[src/rtl/mcc_pkg.sv]
package mcc_pkg;

    typedef enum logic [1:0] {
        MODE_MUL  = 2'b00,
        MODE_RSVD = 2'b01,
        MODE_DIV4 = 2'b10,
        MODE_PMM  = 2'b11
    } clk_mode_e;

    typedef enum logic [1:0] {
        ARM_IDLE,
        ARM_CLEARED,
        ARM_SELECTED,
        ARM_ENABLED
    } arm_stage_e;

endpackage

[src/rtl/mcc_transition_chk.sv]
module mcc_transition_chk
    import mcc_pkg::*;
(
    input  clk_mode_e  cur_i,
    input  clk_mode_e  req_i,
    input  logic       armed_i,
    output logic       legal_o
);

    always_comb begin
        legal_o = 1'b0;
        if (req_i == cur_i) begin
            legal_o = (req_i != MODE_RSVD);
        end else if (cur_i == MODE_DIV4) begin
            legal_o = (req_i == MODE_PMM) || ((req_i == MODE_MUL) && armed_i);
        end else if (req_i == MODE_DIV4) begin
            legal_o = (cur_i != MODE_RSVD);
        end
    end

endmodule

[src/rtl/mcc_lock_cnt.sv]
module mcc_lock_cnt #(
    parameter int LOCK_CYCLES = 65536
) (
    input  logic clk,
    input  logic rst_n,
    input  logic en_i,
    output logic ready_o
);

    localparam int CNT_W = (LOCK_CYCLES > 2) ? $clog2(LOCK_CYCLES) : 1;
    localparam logic [CNT_W-1:0] LAST = CNT_W'(LOCK_CYCLES - 1);

    typedef struct packed {
        logic [CNT_W-1:0] cnt;
        logic             ready;
    } lock_t;

    lock_t d, q;

    always_comb begin
        d = q;
        if (!en_i) begin
            d.cnt   = '0;
            d.ready = 1'b0;
        end else if (!q.ready) begin
            if (q.cnt == LAST) begin
                d.ready = 1'b1;
            end else begin
                d.cnt = q.cnt + 1'b1;
            end
        end
    end

    always_ff @(posedge clk) begin
        if (!rst_n) begin
            q <= '0;
        end else begin
            q <= d;
        end
    end

    assign ready_o = q.ready;

endmodule

[src/rtl/mcc_arm_seq.sv]
module mcc_arm_seq
    import mcc_pkg::*;
(
    input  logic clk,
    input  logic rst_n,
    input  logic allowed_i,
    input  logic en_wr_i,
    input  logic en_val_i,
    input  logic sel_wr_i,
    input  logic en_q_i,
    input  logic ready_i,
    output logic armed_o
);

    arm_stage_e stage_d, stage_q;

    always_comb begin
        stage_d = stage_q;
        if (!allowed_i) begin
            stage_d = ARM_IDLE;
        end else if (en_wr_i && sel_wr_i) begin
            stage_d = ARM_IDLE;
        end else if (en_wr_i && !en_val_i) begin
            stage_d = ARM_CLEARED;
        end else if (en_wr_i) begin
            stage_d = (stage_q == ARM_SELECTED) ? ARM_ENABLED : ARM_IDLE;
        end else if (sel_wr_i) begin
            stage_d = ((stage_q == ARM_CLEARED) && !en_q_i) ? ARM_SELECTED : ARM_IDLE;
        end
    end

    always_ff @(posedge clk) begin
        if (!rst_n) begin
            stage_q <= ARM_IDLE;
        end else begin
            stage_q <= stage_d;
        end
    end

    assign armed_o = (stage_q == ARM_ENABLED) && ready_i && allowed_i;

endmodule

[src/rtl/mcc_strobe_gen.sv]
module mcc_strobe_gen #(
    parameter int PER_W        = 11,
    parameter int RESET_PERIOD = 4
) (
    input  logic             clk,
    input  logic             rst_n,
    input  logic [PER_W-1:0] period_i,
    output logic             strobe_o
);

    typedef struct packed {
        logic [PER_W-1:0] cnt;
        logic [PER_W-1:0] per;
    } strb_t;

    strb_t d, q;
    logic  last;

    always_comb begin
        last = (q.cnt == (q.per - PER_W'(1)));
        d    = q;
        if (last) begin
            d.cnt = '0;
            d.per = period_i;
        end else begin
            d.cnt = q.cnt + 1'b1;
        end
    end

    always_ff @(posedge clk) begin
        if (!rst_n) begin
            q.cnt <= '0;
            q.per <= PER_W'(RESET_PERIOD);
        end else begin
            q <= d;
        end
    end

    assign strobe_o = last;

endmodule

[src/rtl/mc_clock_ctrl.sv]
module mc_clock_ctrl
    import mcc_pkg::*;
#(
    parameter int LOCK_CYCLES = 65536,
    parameter int PMM_CLKS    = 1024,
    parameter int DIV4_CLKS   = 4
) (
    input  logic       clk,
    input  logic       rst_n,
    input  logic       div_wr_i,
    input  logic [1:0] div_wdata_i,
    input  logic       mul_en_wr_i,
    input  logic       mul_en_wdata_i,
    input  logic       sel_wr_i,
    input  logic       sel_wdata_i,
    input  logic       regen_i,
    output logic       mc_strobe_o,
    output logic       mul_ready_o,
    output logic [1:0] div_o,
    output logic       mul_en_o,
    output logic       sel4x_o
);

    localparam int PER_W = $clog2(PMM_CLKS + 1);

    typedef struct packed {
        clk_mode_e mode;
        logic      en;
        logic      sel;
    } ctl_t;

    ctl_t             d, q;
    logic             legal;
    logic             armed;
    logic             ready;
    logic             en_wr_ok;
    logic             arm_allowed;
    logic [PER_W-1:0] period;
    clk_mode_e        req_mode;

    assign req_mode    = clk_mode_e'(div_wdata_i);
    assign en_wr_ok    = mul_en_wr_i && (q.mode != MODE_MUL);
    assign arm_allowed = (q.mode == MODE_DIV4) && !regen_i;

    mcc_transition_chk u_trans (
        .cur_i   (q.mode),
        .req_i   (req_mode),
        .armed_i (armed),
        .legal_o (legal)
    );

    mcc_arm_seq u_arm (
        .clk       (clk),
        .rst_n     (rst_n),
        .allowed_i (arm_allowed),
        .en_wr_i   (en_wr_ok),
        .en_val_i  (mul_en_wdata_i),
        .sel_wr_i  (sel_wr_i),
        .en_q_i    (q.en),
        .ready_i   (ready),
        .armed_o   (armed)
    );

    mcc_lock_cnt #(
        .LOCK_CYCLES (LOCK_CYCLES)
    ) u_lock (
        .clk     (clk),
        .rst_n   (rst_n),
        .en_i    (q.en),
        .ready_o (ready)
    );

    always_comb begin
        d = q;
        if (div_wr_i && legal) begin
            d.mode = req_mode;
        end
        if (en_wr_ok) begin
            d.en = mul_en_wdata_i;
        end
        if (sel_wr_i && !q.en && (q.mode != MODE_MUL)) begin
            d.sel = sel_wdata_i;
        end
    end

    always_comb begin
        case (q.mode)
            MODE_MUL: period = q.sel ? PER_W'(1) : PER_W'(2);
            MODE_PMM: period = PER_W'(PMM_CLKS);
            default:  period = PER_W'(DIV4_CLKS);
        endcase
    end

    always_ff @(posedge clk) begin
        if (!rst_n) begin
            q.mode <= MODE_DIV4;
            q.en   <= 1'b0;
            q.sel  <= 1'b0;
        end else begin
            q <= d;
        end
    end

    mcc_strobe_gen #(
        .PER_W        (PER_W),
        .RESET_PERIOD (DIV4_CLKS)
    ) u_strobe (
        .clk      (clk),
        .rst_n    (rst_n),
        .period_i (period),
        .strobe_o (mc_strobe_o)
    );

    assign mul_ready_o = ready;
    assign div_o       = q.mode;
    assign mul_en_o    = q.en;
    assign sel4x_o     = q.sel;

endmodule

[config.mk]
export PLATFORM = sky130hd
export DESIGN_NAME = mc_clock_ctrl
export DESIGN_NICKNAME = d
export VERILOG_FILES = /design/src/rtl/mcc_pkg.sv /design/src/rtl/mcc_transition_chk.sv /design/src/rtl/mcc_lock_cnt.sv /design/src/rtl/mcc_arm_seq.sv /design/src/rtl/mcc_strobe_gen.sv /design/src/rtl/mc_clock_ctrl.sv
export SDC_FILE = /design/constraint.sdc
export NUM_CORES = 1
export LEC_CHECK = 0
export ABC_AREA = 1
export BUFFER_PORTS_ARGS = -buffer_cell sky130_fd_sc_hd__buf_2
export CORE_MARGIN = 2
export CORE_UTILIZATION = 55
export CTS_CLUSTER_SIZE = 24
export DETAILED_ROUTE_END_ITERATION = 16
export PLACE_DENSITY_LB_ADDON = 0.12
export SETUP_SLACK_MARGIN = 0.3
export SLEW_MARGIN = 30
export SYNTH_ARGS = -nofsm -noshare
export SYNTH_HDL_FRONTEND = slang
export SYNTH_SLANG_ARGS = --single-unit
[constraint.sdc]
create_clock -name clk -period 2.85 [get_ports clk]
set_input_delay 0.1425 -clock clk [delete_from_list [all_inputs] [get_ports clk]]
set_output_delay 0.1425 -clock clk [all_outputs]
set_load 0.02 [all_outputs]
; ---- After elaboration in Yosys (flattened, before gate mapping)
; Index checks and enable logic that the tools add are counted.
[word_totals]
ram_bits = 0
ff_bits = 45
inputBits = 10
latch_bits = 0
mem_bits_ro = 0
mem_count = 0
[op_classes]
n_div = 0
n_bitwise = 4
n_mul = 0
muxes = 12
n_reduce_logical = 25
n_shift = 0
eq_ne = 12
addsub = 3
order_cmp = 0
[ops]
columns = op, n
row1 = 11-bit one-hot mux with 2 select lines, 1
row2 = "16-bit by 1-bit adder with 16-bit output, second input constant", 1
row3 = "16-bit equality test, second input constant", 1
row4 = "2-bit equality test, second input constant", 6
row5 = "11-bit by 1-bit adder with 11-bit output, second input constant", 1
row6 = 11-bit equality test, 1
row7 = 1-bit logical AND, 11
row8 = "11-bit by 1-bit subtractor with 11-bit output, second input constant", 1
row9 = 2-bit two-way mux, 5
row10 = 1-bit two-way mux, 6
row11 = 2-bit logical NOT, 2
row12 = "2-bit by 1-bit inequality test with 1-bit output, second input constant", 2
row13 = 1-bit inverter, 4
row14 = 2-bit AND reduction, 2
row15 = 2-bit nonzero test, 2
row16 = 4-bit OR reduction, 1
row17 = 1-bit logical NOT, 3
row18 = 3-bit nonzero test, 1
row19 = 3-bit OR reduction, 1
row20 = "2-bit by 1-bit equality test with 1-bit output, second input constant", 1
row21 = 2-bit equality test, 1
row22 = 2-bit OR reduction, 1
row23 = 1-bit logical OR, 1

; ---- Logic depth before layout (Yosys ltp)
; Gate-level depths: netlist of run 1.
[depth]
ltp_word = 8
ltp_mapped = 13

; ---- Modules after synthesis
; From an unflattened synthesis of run 1, not the netlist that was laid out.
[hier_totals]
hier_cells = 464
area_unflattened_um2 = 2859.0
[by_module_without_submodules]
columns = module, cells_per_inst, area_per_inst_um2, instances
row1 = mcc_strobe_gen, 237, 1448.9, 1
row2 = mcc_lock_cnt, 156, 989.7, 1
row3 = mc_clock_ctrl, 36, 246.5, 1
row4 = mcc_arm_seq, 29, 151.4, 1
row5 = mcc_transition_chk, 6, 22.5, 1

; ---- Worst setup path after synthesis of run 1
; Ideal clock, no wire load.
[synth_path]
kind = reg2reg
startpoint = register u_strobe.q[0] (netlist name)
endpoint = register u_strobe.q[0] (netlist name)
synth_period_minus_slack_ns = 1.872
t_arrival_ns = 1.759
stages_incl_launch_ff = 11
t_required_ns = 2.738
path_buffers = 0
setup_ns = 0.112
slack_ns = 0.978
cell_sequence = dfxtp_1 > inv_1 > ha_1 > ha_1 > xnor2_1 > nor2_1 > nand2_1 > nor2_1 > nor2_1 > nand2_1 > nand2_1
[synth_between]
elab_chain_cells = 2
[synth_lines]
columns = element, line
row1 = "start, declared", mcc_strobe_gen.sv:16  ; strb_t d, q;
row2 = 11-bit by 1-bit subtractor with 11-bit output, mcc_strobe_gen.sv:20  ; last = (q.cnt == (q.per - PER_W'(1)));
row3 = 11-bit equality test, mcc_strobe_gen.sv:20
row4 = via mc_strobe_o, mc_clock_ctrl.sv:17  ; output logic mc_strobe_o,
; The timed path passes the listed nets, and every way through them passes these cells.
; A chain may end at the register's enable or synchronous reset.

; ---- Worst setup path after layout of run 1
[layout_path]
startpoint = register u_strobe.q[0] (netlist name)
endpoint = output port mc_strobe_o
[layout_between]
elab_chain_cells = 2
[layout_lines]
columns = element, line
row1 = 11-bit by 1-bit subtractor with 11-bit output, mcc_strobe_gen.sv:20
row2 = 11-bit equality test, mcc_strobe_gen.sv:20
row3 = "end, declared", mc_clock_ctrl.sv:17
; Every way passes these cells.

==> reports/results.tsv, run 1 <==
metric	value	unit
status	complete, no violations	
post-DP HPWL	2957	um
most common cell after layout, fill and taps aside	nand2_1	
Syn Area/Cell	6.790	um2
worst skew pair latency	0.29	ns
Worst-path clk slew	0.07	ns
vias in the first global route	1744	
# diodes	0	
DRC	0	
Peak supply drop	256.1	uV
total of max-cap violations	0	
Leakage	1.051	nW
Resized cells post-CTS	0	
die width	66.95	um
max_slew headroom	0.6200	
final worst-path cycle share	0.7602	
Mapped Cells	321	
Least-Margin Pin Slew	0.5687	ns
Die H	66.95	um
HP Class	primary input to register	
CP cell instances	inv_1 -> ha_1 -> ha_1 -> xnor2_1 -> nor2_1 -> nand2_1 -> nor2_1 -> buf_2	
Worst Setup Start Kind	register	
post-route design area	2394	um2
Syn-to-layout area delta	9.817	%
Final min period	2.167	ns
Slew Viols, Final	0	
FMAX	0.4615	GHz
clk_skew	0.009730	ns
flops & latches, synth	38	
antenna viol nets, final	0	
share of cells above drive strength 1	0.1088	
asr flop ratio synth	0	
final net count	357	
Critical Path Max Stage Delay	0.35	ns
Distinct cells, synth	30	
Via density	4.876	
initial DRC count	59	
Initial Util	0.5822	
boundary pin count	16	
cts hold-fix bufs	0	
Buffers on Ports	15	
final setup fails	0	
GRT overflow	0	
Yosys Warn Count	0	
largest net degree at the start of global routing	15	
CTS tree	done	
Clock Root Buffer	clkbuf_8	
Total GRT Usage	0.2047	
Critical Path RT	2.71	ns
RSZ-0062 raised after global routing	no	
slowest stage cell, crit path	dfxtp_1	
ys flop type	dfxtp_1	
Core Footprint	3744	um2
Critical Setup Path Class	register to primary output	
post-synthesis sequential area ratio	0.3490	
syn_nets	339	
die area	4482	um2
clk sinks	38	
Post-synth EDFFs	0	
placed inst area	2285	um2
Setup crit end kind	primary output	
DR pass1 iterations	4	
Avg WL per Cell	10.15	um
Setup TNS	0	ns
worst-path fanout max	5	
CTS buffer count	5	
drt total wl	3940	um
Hold Fails Final Rpt	0	
arrival time worst endpoint	2.02	ns
FP Rows	22	
commonest non-fill, non-tap cells in the layout	87 x nand2_1, 47 x nor2_1, 39 x inv_1, 38 x dfxtp_1, 18 x nand3_1	
post-CTS setup buffers	0	
Placer Congestion	0.8910	
via count	1892	
CTS Buffer Depth	2	
antenna violations before repair	0	
H-tree Lvls	2	
PwrDens	471.7	nW/um2
Mapped Area	2180	um2
global-route wire length before repair	7038	um
==> cell type report <==
class	instances	area, um2
sequential	38	760.7
timing repair buffer	15	75.07
clock buffer	5	68.82
clock inverter	3	40.04
fill	360	1350
tap	48	60.06
inverter	40	150.1
multi-input combinational	239	1239
==> routing by layer <==
metal | share of wire | GRT usage | vias up
li1 | - | - | 1055
met1 | 0.48 | 0.2451 | 813
met2 | 0.48 | 0.3538 | 15
met3 | 0.022 | 0.03547 | 9
met4 | 0.020 | 0.09439 | 0
met5 | 0 | 0 | -
==> worst paths after layout <==
path / startpoint / endpoint / slack [ns] / cells after the start
setup / recovery: u_strobe.q[0] / mc_strobe_o / 0.68 / 8
hold / removal: rst_n / u_strobe.q[2] / 0.12 / 2
setup reg to reg: u_strobe.q[0] / u_strobe.q[15] / 1.00 / 10
hold reg to reg: u_strobe.q[0] / u_strobe.q[0] / 0.47 / 2
==> critical path: cells and delay by family (launching register included) <==
family,cells,cell delay [ns]
XOR/XNOR,1,0.12
adder cells (fa/ha/maj),2,0.48
buffers and inverters,2,0.32
flip-flops,1,0.35
AND/OR/NAND/NOR,3,0.47
==> cells in the mapped netlist (2+ instances only) <==
| cell type | count | area share |
|---|---|---|
| nand3b_1 | 2 | 0.0069 |
| o21ai_0 | 13 | 0.030 |
| nand2_2 | 3 | 0.0086 |
| ha_1 | 8 | 0.046 |
| dfxtp_1 | 38 | 0.35 |
| nor3_1 | 5 | 0.011 |
| nand4_1 | 7 | 0.020 |
| nor2_1 | 47 | 0.081 |
| buf_4 | 2 | 0.0069 |
| nand3_1 | 18 | 0.041 |
| a21oi_2 | 3 | 0.012 |
| xnor2_1 | 8 | 0.032 |
| nor3_4 | 2 | 0.015 |
| nor3_2 | 2 | 0.0092 |
| inv_1 | 39 | 0.067 |
| a21oi_1 | 15 | 0.034 |
| o21bai_1 | 3 | 0.010 |
| xor2_1 | 8 | 0.032 |
| nand2_1 | 87 | 0.15 |
==> per-stage QoR <==
stage | setup WS (ns) | power (mW) | cells | hold slack (ns) | util
floorplan | 0.9784 | 0.6697 | 321 | 0.2271 | -
global placement | 1.045 | 0.7004 | 380 | 0.4035 | 0.6103
detailed placement | 1.008 | 0.7009 | 380 | 0.4099 | 0.6103
CTS | 0.6888 | 1.148 | 388 | 0.1084 | 0.6394
global route | 0.4722 | 1.194 | 388 | 0.1103 | 0.6394
finish | 0.6833 | 1.129 | 388 | 0.1157 | 0.6394
==> flip-flops by register name, summed over array words and instances, names as in the netlist <==
name,count
div_o,2
mul_en_o,1
sel4x_o,1
u_arm.stage_q,2
u_lock.q,16
u_lock.ready_o,1
u_strobe.q,15
==> report_power, final <==
part	switching [mW]	internal [mW]
registers	0.0161	0.547
logic	0.0773	0.0481
clock network	0.184	0.257
==> logic make-up after synthesis <==
| logic type | share of synthesized area |
|---|---|
| flops | 0.3490 |
| compound gates | 0.1005 |
| fa+ha+maj | 0.04593 |
| xor+xnor | 0.06430 |
| simple gates | 0.3576 |
| buf+inv | 0.08266 |
No activity file was read; power rests on OpenSTA's default activity.
==> run 2: changes to the inputs <==
==> constraint.sdc (replaced) <==
create_clock -name clk -period 2.11 [get_ports clk]
set_input_delay 0.1055 -clock clk [delete_from_list [all_inputs] [get_ports clk]]
set_output_delay 0.1055 -clock clk [all_outputs]
set_load 0.02 [all_outputs]
==> reports/results.tsv, run 2 (synthesis gave the netlist of run 1 again) <==
metric	value	unit
status	complete, no violations	
Via density	4.980	
Final min period	1.802	ns
Critical Path RT	2.00	ns
share of cells above drive strength 1	0.1483	
clk_skew	0.007978	ns
Placer Congestion	0.8912	
Avg WL per Cell	10.76	um
CTS tree	done	
final setup fails	0	
FP Rows	22	
GRT overflow	0	
RSZ-0062 raised after global routing	yes	
Worst Setup Start Kind	register	
Least-Margin Pin Slew	0.4334	ns
DRC	0	
CTS buffer count	5	
clk sinks	38	
Core Footprint	3744	um2
Clock Root Buffer	clkbuf_8	
global-route wire length before repair	7107	um
placed inst area	2302	um2
die width	66.95	um
final worst-path cycle share	0.8542	
commonest non-fill, non-tap cells in the layout	85 x nand2_1, 45 x nor2_1, 37 x inv_1, 36 x dfxtp_1, 17 x nand3_1	
Buffers on Ports	15	
# diodes	0	
DR pass1 iterations	4	
Critical Setup Path Class	register to primary output	
Largest regs	u_lock.q (16), u_strobe.q (15)	
antenna viol nets, final	0	
via count	1952	
arrival time worst endpoint	1.70	ns
worst-path fanout max	3	
drt total wl	4216	um
FMAX	0.5549	GHz
Syn-to-layout area delta	12.86	%
PwrDens	597.8	nW/um2
Total GRT Usage	0.2105	
Leakage	1.072	nW
Initial Util	0.5822	
vias in the first global route	1748	
Hold Fails Final Rpt	0	
largest net degree at the start of global routing	14	
H-tree Lvls	2	
initial DRC count	63	
Setup TNS	0	ns
Top reg by flops	u_lock.q	
max FFs per register	16	
post-DP HPWL	3032	um
Fill cells	354	
boundary pin count	16	
antenna violations before repair	0	
max_slew headroom	0.7088	
HP Class	primary input to register	
Worst-path clk slew	0.07	ns
Peak supply drop	468.5	uV
most common cell after layout, fill and taps aside	nand2_1	
CTS Buffer Depth	2	
die area	4482	um2
Slew Viols, Final	0	
Die H	66.95	um
total of max-cap violations	0	
worst skew pair latency	0.29	ns
final net count	361	
post-route design area	2460	um2
Setup crit end kind	primary output	
run 2: cell types whose count changed in the layout (fill, tap and decap cells not counted), sizes merged:
cell    before  now
clkbuf       5    7
clkinv       2    1
buf         15   19
bufinv       1    0
run 2: worst paths after layout:
path / from / to / slack, ns / cells after the start
min: rst_n / div_o[1] / 0.08 / 2
max reg2reg: u_strobe.q[0] / u_strobe.q[18] / 0.41 / 10
min reg2reg: u_strobe.q[1] / u_strobe.q[1] / 0.47 / 2
max: u_strobe.q[0] / mc_strobe_o / 0.31 / 8
run 2: metrics by stage:
step | total power, mW | util | hold WS (ns) | instances | worst slack [ns]
2_1_floorplan | 0.9062 | - | 0.1901 | 321 | 0.3780
3_3_place_gp | 0.9498 | 0.6150 | 0.3679 | 382 | 0.2937
3_5_place_dp | 0.9514 | 0.6150 | 0.3761 | 382 | 0.2149
4_1_cts | 1.468 | 0.6441 | 0.08134 | 391 | 0.1872
5_1_grt | 1.549 | 0.6571 | 0.08737 | 392 | 0.2386
6_report | 1.471 | 0.6571 | 0.08429 | 392 | 0.3077
run 2: worst max-delay path: stages, from the launching register on:
cell and delay (ns):
dfxtp_2 0.34, inv_2 0.06, ha_4 0.16, ha_4 0.23, xnor2_1 0.11, nor2_1 0.15
nand2_2 0.10, nor2_4 0.13, buf_6 0.12
run 2: metal layers:
| metal | vias to the layer above | global-route usage | part of all wire |
|---|---|---|---|
| met5 | - | 0 | 0 |
| met4 | 0 | 0.1122 | 0.024 |
| met3 | 9 | 0.04392 | 0.025 |
| met2 | 23 | 0.3675 | 0.49 |
| met1 | 854 | 0.2383 | 0.46 |
| li1 | 1066 | - | - |
run 2: layout make-up:
class / instances / area [um2] / share of cell area
Clock buffer: 7 / 86.33 / 0.03510
Clock inverter: 1 / 5.005 / 0.002035
Inverter: 40 / 150.1 / 0.06104
Multi-Input combinational cell: 239 / 1284 / 0.5219
Sequential cell: 38 / 763.2 / 0.3103
Tap cell: 48 / 60.06 / 0.02442
Timing Repair Buffer: 19 / 111.4 / 0.04527
run 2: power breakdown:
group	internal, mW	switching [mW]	total, mW
clock	0.264	0.251	0.515
sequential	0.738	0.0223	0.761
combinational	0.0770	0.118	0.195
run 2: timing repair:
item / 4_1_cts / 5_1_grt
hold endpoints to repair: 0 / 0
gates resized for setup: 3 / 12
setup buffers: 1 / 1
pin swaps: 1 / 6
endpoints found under the setup margin: 12 / 16
hold buffers: 0 / 0
==> run 3: changes to the inputs <==
--- a/config.mk
+++ b/config.mk
@@ -5,7 +5,6 @@
 export SDC_FILE = /design/constraint.sdc
 export NUM_CORES = 1
 export LEC_CHECK = 0
-export ABC_AREA = 1
 export BUFFER_PORTS_ARGS = -buffer_cell sky130_fd_sc_hd__buf_2
 export CORE_MARGIN = 2
 export CORE_UTILIZATION = 55
==> reports/results.tsv, run 3 <==
metric	value	unit
asr flop ratio synth	0	
total of max-cap violations	0	
final worst-path cycle share	1.028	
Compound-Gate Fraction of Synth Area	0.1458	
Core Util, Final	0.6551	
commonest non-fill, non-tap cells in the layout	34 x dfxtp_1, 21 x nand2_1, 20 x nor2_1, 14 x buf_2, 13 x buf_4	
antenna viol nets, final	0	
most common cell after layout, fill and taps aside	dfxtp_1	
clk sinks	38	
Via density	5.537	
Critical Path Max Stage Delay	0.42	ns
most common library cells after synthesis	38 x dfxtp_1, 21 x nand2_1, 20 x nor2_1, 12 x inv_1, 12 x nand3_1	
post-synth top area share	0.3739	
Worst Setup Start Kind	register	
largest net degree at the start of global routing	16	
Slew Viols, Final	0	
largest cells by area after synthesis	dfxtp_1 37%, mux2i_1 5.4%, ha_1 4.9%, xnor2_1 4.7%, nand2_1 3.9%	
simple-gate share of the synthesized area	0.2743	
largest family of logic cells by synthesized area	simple AND/OR/NAND/NOR gates	
Final Non-Filler Cells	309	
Distinct cells, synth	46	
Top reg by flops	u_lock.q	
initial DRC count	67	
FP Rows	22	
Buffers on Ports	15	
Post-synth EDFFs	0	
Yosys Warn Count	0	
slowest stage cell, crit path	or4_4	
CTS tree	done	
CTS buffer count	5	
Avg WL per Cell	12.91	um
antenna violations before repair	0	
# diodes	0	
arrival time worst endpoint	2.06	ns
vias in the first global route	1553	
Hold Fails Final Rpt	0	
final net count	279	
GRT overflow	0	
max_slew headroom	0.6492	
top-count cell post-synth	dfxtp_1	
worst-path fanout max	2	
Critical Setup Path Class	register to primary output	
Crit path top cell by count	ha_4	
Mapped Cells	234	
max FFs per register	16	
DR pass1 iterations	4	
Syn-to-layout area delta	16.11	%
violated checks	setup timing	
FMAX	0.4612	GHz
ys flop type	dfxtp_1	
Mapped Area	2034	um2
Peak supply drop	495.9	uV
Setup TNS	-0.05835	ns
Total GRT Usage	0.2053	
Synth Area in Adders	0.04920	
status	finished with violations	
post-synthesis sequential area ratio	0.3739	
Yosys top cell by area	dfxtp_1	
placed cells	298	
clk_skew	0.009682	ns
global-route wire length before repair	6748	um
CP cell instances	inv_2 -> ha_4 -> ha_4 -> or4_4 -> a2111oi_4 -> and3_4 -> buf_6	
Core Footprint	3606	um2
Syn Area/Cell	8.694	um2
Setup crit end kind	primary output	
final setup fails	1	
Initial Util	0.5642	
multiplexer area fraction after synthesis	0.05412	
die area	4202	um2
xor/xnor cell area share of the yosys netlist	0.06027	
hold slack	0.02602	ns
final worst slack	-0.05835	ns
Largest regs	u_lock.q (16), u_strobe.q (15)	
CTS Buffer Depth	2	
via count	1711	
Clock Root Buffer	clkbuf_8	
DRC	0	
share of cells above drive strength 1	0.1954	
die width	64.82	um
syn_nets	252	
PwrDens	592.7	nW/um2
HP Class	primary input to register	
Critical Path RT	2.00	ns
Placer Congestion	0.7889	
RSZ-0062 raised after global routing	yes	
drt total wl	3989	um
flops & latches, synth	38	
Worst-path clk slew	0.07	ns
post-DP HPWL	2810	um
H-tree Lvls	2	
Least-Margin Pin Slew	0.5222	ns
Die H	64.82	um
Final min period	2.168	ns
Leakage	0.8676	nW
worst skew pair latency	0.29	ns
boundary pin count	16	
[run 3: final timing paths]
path,slack (ns),startpoint,cells past startpoint,endpoint
setup / recovery,-0.06,u_strobe.q[0],7,mc_strobe_o
hold / removal,0.03,sel_wr_i,2,u_arm.stage_q[0]
setup reg to reg,0.02,u_strobe.q[0],8,u_strobe.q[16]
hold reg to reg,0.48,u_lock.q[6],2,u_lock.q[6]
[run 3: metal layers]
metal / part of all wire / vias to the layer above / wire length (um) / track usage
met3: 0.035 / 5 / 138 / 0.04861
met4: 0.015 / 0 / 60 / 0.07979
met1: 0.51 / 766 / 2050 / 0.2698
met2: 0.44 / 27 / 1739 / 0.3247
li1: - / 913 / - / -
met5: 0 / - / 0 / 0
[run 3: repair_timing]
action / 4_1_cts / 5_1_grt
setup buffers: 2 / 2
resized for setup: 8 / 6
hold endpoints to repair: 0 / 0
hold buffers: 0 / 0
pin swaps: 3 / 3
endpoints found under the setup margin: 17 / 24
[run 3: final cells by class]
class                           instances  area [um2]
Tap cell                               48       60.06
Sequential cell                        38       765.7
Timing Repair Buffer                   28       178.9
Multi-Input combinational cell        176        1236
Clock buffer                            7       76.32
Inverter                               12       45.04
Fill cell                             311        1244
[run 3: cells by family after synthesis]
kind of cell	after synthesis
muxes	11
buffers and inverters	20
adders and majority gates	8
and+or+nand+nor	104
AOI/OAI and AO/OA	39
DFF	38
xor gates and xnor gates	14
[run 3: worst max-delay path, delay by kind of cell, from the launching register on]
kind,cells,cell delay (ns)
AND/OR/NAND/NOR,2,0.65
buffers and inverters,2,0.15
AO/OA/AOI/OAI,1,0.33
flip-flops,1,0.34
adder cells (fa/ha/maj),2,0.30
[run 3: power breakdown]
| group | total (mW) | switching [mW] | internal [mW] |
|---|---|---|---|
| logic | 0.173 | 0.0941 | 0.0790 |
| registers | 0.751 | 0.0167 | 0.734 |
| clock network | 0.477 | 0.249 | 0.228 |
| total | 1.40 | 0.360 | 1.04 |
[run 3: stage by stage]
stage / setup WS (ns) / area, um2 / power (mW)
after floorplan: 0.1152 / 2064 / 0.8888
after global placement: 0.04784 / 2222 / 0.9252
after detailed placement: -0.02362 / 2222 / 0.9274
after CTS: -0.1234 / 2333 / 1.412
after global routing: -0.1379 / 2362 / 1.468
final: -0.05835 / 2362 / 1.400
